<file path="src/rtl/ivg_pkg.sv">
package ivg_pkg;

   typedef enum logic {
      ST_IDLE = 1'b0,
      ST_RUN  = 1'b1
   } ivg_state_t;

   // smallest k with 2**k >= nets+2
   function automatic int vec_count(input int nets);
      return $clog2(nets + 2);
   endfunction

   function automatic int step_width(input int vcount);
      return (vcount > 1) ? $clog2(vcount) : 1;
   endfunction

endpackage

</file>
<file path="src/rtl/ivg_code_matrix.sv">
module ivg_code_matrix #(
   parameter int NETS   = 8,
   parameter int VCOUNT = 4
) (
   output logic [VCOUNT-1:0][NETS-1:0] mat_o
);
   for (genvar j = 0; j < VCOUNT; j++) begin : g_vec
      for (genvar i = 0; i < NETS; i++) begin : g_net
         localparam int unsigned CODE = i + 1;
         localparam logic        BITV = ((CODE >> j) & 1) != 0;
         assign mat_o[j][i] = BITV;
      end
   end
endmodule

</file>
<file path="src/rtl/ivg_seq_ctrl.sv">
module ivg_seq_ctrl
   import ivg_pkg::*;
#(
   parameter int VCOUNT = 4,
   parameter int STEP_W = 2
) (
   input  logic              clk,
   input  logic              rst_n,
   input  logic              start_i,
   input  logic              ready_i,
   output logic              valid_o,
   output logic              last_o,
   output logic              load_o,
   output logic [STEP_W-1:0] step_o,
   output logic [STEP_W-1:0] step_nxt_o
);
   localparam logic [STEP_W-1:0] LAST_STEP = STEP_W'(VCOUNT - 1);

   ivg_state_t        state_q, state_d;
   logic [STEP_W-1:0] step_q, step_d;
   logic              fire, at_last;

   assign fire    = (state_q == ST_RUN) && ready_i;
   assign at_last = (step_q == LAST_STEP);

   always_comb begin
      state_d = state_q;
      step_d  = step_q;
      load_o  = 1'b0;
      unique case (state_q)
         ST_IDLE: begin
            if (start_i) begin
               state_d = ST_RUN;
               step_d  = '0;
               load_o  = 1'b1;
            end
         end
         ST_RUN: begin
            if (fire) begin
               if (at_last) begin
                  state_d = ST_IDLE;
               end else begin
                  step_d = step_q + 1'b1;
                  load_o = 1'b1;
               end
            end
         end
         default: state_d = ST_IDLE;
      endcase
   end

   always_ff @(posedge clk or negedge rst_n) begin
      if (!rst_n) begin
         state_q <= ST_IDLE;
         step_q  <= '0;
      end else begin
         state_q <= state_d;
         step_q  <= step_d;
      end
   end

   assign valid_o    = (state_q == ST_RUN);
   assign last_o     = valid_o && at_last;
   assign step_o     = step_q;
   assign step_nxt_o = step_d;
endmodule

</file>
<file path="src/rtl/ivg_vec_out.sv">
module ivg_vec_out #(
   parameter int NETS    = 8,
   parameter int VCOUNT  = 4,
   parameter int STEP_W  = 2,
   parameter bit OUT_REG = 1'b1
) (
   input  logic                        clk,
   input  logic                        rst_n,
   input  logic [VCOUNT-1:0][NETS-1:0] mat_i,
   input  logic                        load_i,
   input  logic [STEP_W-1:0]           step_i,
   input  logic [STEP_W-1:0]           step_nxt_i,
   output logic [NETS-1:0]             data_o
);
   if (OUT_REG) begin : g_reg
      logic [NETS-1:0] data_q;
      always_ff @(posedge clk or negedge rst_n) begin
         if (!rst_n)      data_q <= '0;
         else if (load_i) data_q <= mat_i[step_nxt_i];
      end
      assign data_o = data_q;
   end else begin : g_mux
      assign data_o = mat_i[step_i];
   end
endmodule

</file>
<file path="src/rtl/intercon_vec_gen.sv">
module intercon_vec_gen
   import ivg_pkg::*;
#(
   parameter int NETS    = 8,
   parameter bit OUT_REG = 1'b1
) (
   input  logic            clk,
   input  logic            rst_n,
   input  logic            start_i,
   input  logic            vec_ready_i,
   output logic            vec_valid_o,
   output logic [NETS-1:0] vec_data_o,
   output logic            vec_last_o
);
   localparam int VCOUNT = vec_count(NETS);
   localparam int STEP_W = step_width(VCOUNT);

   if (NETS < 1) begin : g_bad_nets
      $error("intercon_vec_gen: NETS must be at least 1");
   end
   if (VCOUNT > 31) begin : g_bad_vc
      $error("intercon_vec_gen: NETS too large for code width");
   end

   logic [VCOUNT-1:0][NETS-1:0] mat;
   logic                        load;
   logic [STEP_W-1:0]           step, step_nxt;

   ivg_code_matrix #(.NETS(NETS), .VCOUNT(VCOUNT)) u_mat (
      .mat_o (mat)
   );

   ivg_seq_ctrl #(.VCOUNT(VCOUNT), .STEP_W(STEP_W)) u_ctrl (
      .clk        (clk),
      .rst_n      (rst_n),
      .start_i    (start_i),
      .ready_i    (vec_ready_i),
      .valid_o    (vec_valid_o),
      .last_o     (vec_last_o),
      .load_o     (load),
      .step_o     (step),
      .step_nxt_o (step_nxt)
   );

   ivg_vec_out #(
      .NETS(NETS), .VCOUNT(VCOUNT), .STEP_W(STEP_W), .OUT_REG(OUT_REG)
   ) u_out (
      .clk        (clk),
      .rst_n      (rst_n),
      .mat_i      (mat),
      .load_i     (load),
      .step_i     (step),
      .step_nxt_i (step_nxt),
      .data_o     (vec_data_o)
   );
endmodule

</file>
<file path="config.mk">
export PLATFORM = sky130hd
export DESIGN_NAME = intercon_vec_gen
export DESIGN_NICKNAME = d
export VERILOG_FILES = /design/src/rtl/ivg_pkg.sv /design/src/rtl/ivg_code_matrix.sv /design/src/rtl/ivg_seq_ctrl.sv /design/src/rtl/ivg_vec_out.sv /design/src/rtl/intercon_vec_gen.sv
export SDC_FILE = /design/constraint.sdc
export NUM_CORES = 1
export LEC_CHECK = 0
export CAP_MARGIN = 20
export CELL_PAD_IN_SITES_DETAIL_PLACEMENT = 2
export CELL_PAD_IN_SITES_GLOBAL_PLACEMENT = 2
export CORE_UTILIZATION = 27
export DETAILED_ROUTE_END_ITERATION = 7
export GPL_TIMING_DRIVEN = 0
export MAX_ROUTING_LAYER = met4
export PLACE_DENSITY = 0.81
export SYNTH_ARGS = -nofsm -noshare
export SYNTH_HDL_FRONTEND = slang
export SYNTH_SLANG_ARGS = --single-unit
export TNS_END_PERCENT = 5
</file>
<file path="constraint.sdc">
create_clock -name clk -period 1.7 [get_ports clk]
set_input_delay 0.255 -clock clk [delete_from_list [all_inputs] [get_ports clk]]
set_output_delay 0.255 -clock clk [all_outputs]
set_load 0.05 [all_outputs]
</file>
==> results.cfg <==
[sta]
hold_violations = 0
final.setup.tns_ps = 0
relSlewSlack_pct = 64.2
finClkSkew_ps = 0.659
tightest_slew_ps = 535
hold-worst-slack_ps = 329
finalSetupViolations = 0
fmax_ghz = 0.606
drv_slew = 0
finalCritPeriodShare_pct = 97.0
rsz0062_at_grt = true
period_needed_ps = 1650

[placed_design]
dp_hpwl_um = 843
gp_congestion = 0.651
io_buffers = 13

[routing]
wl_per_cell_um = 13.5
final_antenna_net_count = 0
first_iter_violations = 1
vias_per_cell = 4.55
vias = 414
routed_wl_mm = 1.23
drc = 0
drtPass1Iterations = 2

[global_route]
grt_usage_pct = 14.0
grt_pass1_vias = 387
antenna_found_initial = 0
grt.overflow.total = 0
grt_max_degree = 12
grt_pass1_wl_mm = 1.88

[finish]
num_antenna_cells = 0
fillers = 207
nets = 74
drive_above_1_share_pct = 29.7
syn2layout_area_growth_pct = 35.8

[setup_path]
end_kind = flip-flop
path_cells = buf_6 -> nand2_2 -> nor2_1 -> a211oi_2 -> ha_1 -> mux2_2
cp.arrival_ps = 1810
setup.worst_path.class = flip-flop to flip-flop
start_kind = flip-flop
cp_num_buf_inv = 1
critPathTopFamily = flip-flops
required_ps = 1860
slowest_delay_ps = 410
crit_fanout = 8
crit_slowest_cell = dfrtp_2

[worst_hold_path]
hp-class = primary input to async pin

[synthesis]
synthCells = 47
synth_edf_count = 0
synth_area_leaders = dfrtp_1 48%, ha_1 11%, mux2_2 9.8%
ys_types = 19
synth_commonest_cells = 11 x dfrtp_1, 5 x ha_1, 5 x mux2_2, 5 x nor2_1, 3 x inv_1
netlist_area_sq_um = 577
synth-seq-area-share_pct = 47.7
synth_nets = 56
post-synth-top-count-cell = dfrtp_1
async_flop_share_pct = 100
yosysTopAreaCell = dfrtp_1
synth_top_cell_area_share_pct = 47.7
syn_avg_cell_area_sq_um = 12.3
ys_warn_count = 0
ys.flop_type = dfrtp_1
synth-seq-cells = 11

[floorplan]
ios = 14
die_x_um = 48.2
start_util_pct = 29.1
die_y_um = 48.2
num_rows = 16
coreArea_sq_um = 1980
dieArea_sq_um = 2330

[clock_tree]
clock_latency_ps = 270
cts.sinks = 11
cts_buffer_depth = 2
numCtsBuffers = 3
h-tree-depth = 1
cts_setup_buffers = 0
cts_tree = done
clk_pin_slew_worst_paths_ps = 70
root_buffer = clkbuf_4

[flow_run]
cap_viol_max_count = 0

[outcome]
outcome = finished clean
routing by layer:
layer | routed length, um | share of wire (%) | GRT usage [%]
met5 | 0 | 0 | -
met4 | 49 | 4.0 | 13.3
met3 | 77 | 6.3 | 5.93
met2 | 531 | 43 | 18.4
met1 | 568 | 46 | 15.6
layout by cell type (no fill, tap or decap), types with 2 or more instances in the layout:
| master | instances |
|---|---|
| dlymetal6s2s_1 | 4 |
| dfrtp_1 | 10 |
| inv_1 | 3 |
| a21oi_1 | 2 |
| ha_1 | 5 |
| dlygate4sd2_1 | 6 |
| clkbuf_4 | 3 |
| mux2_2 | 5 |
| clkdlybuf4s50_1 | 2 |
| nor2_1 | 5 |
final cells by class:
class	instances	area [sq um]	area share (%)
multi-input combinational	31	283	36.1
sequential	11	277	35.3
timing repair buffer	13	134	17.1
tap	27	33.8	4.31
clock buffer	4	26.3	3.35
buffer	2	18.8	2.40
inverter	3	11.3	1.44
sequential cells by signal (all words and copies together) (netlist names):
name / count
u_out.data_o: 8
u_ctrl.step_o: 2
u_ctrl.valid_o: 1
kinds of logic after synthesis:
kind of cell    Yosys count  synth area share [%]
compound gates           10                  15.2
fa+ha+maj                 5                  10.8
buf+inv                   5                  4.55
flops                    11                  47.7
mux                       6                  11.5
simple gates             10                  10.2
what timing repair did:
action	4_1_cts	5_1_grt
hold endpoints to repair	0	0
gates resized for setup	9	4
hold buffers	0	0
setup endpoints to repair	7	5
gates cloned	0	0
metrics by stage:
stage / util, % / cell area (sq um) / worst slack [ps] / instances
2_1_floorplan: - / 589 / 3.64 / 47
3_3_place_gp: 38.0 / 753 / -316 / 87
3_5_place_dp: 38.0 / 753 / -319 / 87
4_1_cts: 39.0 / 773 / 2.92 / 91
5_1_grt: 39.5 / 783 / -22.9 / 91
6_report: 39.5 / 783 / 50.2 / 91
path summary, 6_finish.rpt:
kind                               endpoint  cells past startpoint  slack (ps)             from
hold / removal             u_ctrl.step_o[1]                      1         330            rst_n
min in group clk            u_out.data_o[1]                      1         510  u_out.data_o[1]
hold reg to reg             u_out.data_o[1]                      1         510  u_out.data_o[1]
setup / recovery            u_out.data_o[5]                      6          50   u_ctrl.valid_o
max in group asynchronous    u_ctrl.valid_o                      1         990            rst_n
setup reg to reg            u_out.data_o[5]                      6          50   u_ctrl.valid_o
Power is left out: the tool's default activity adds up to more than one toggle a clock period on the data nets, which glitch-free logic cannot reach.
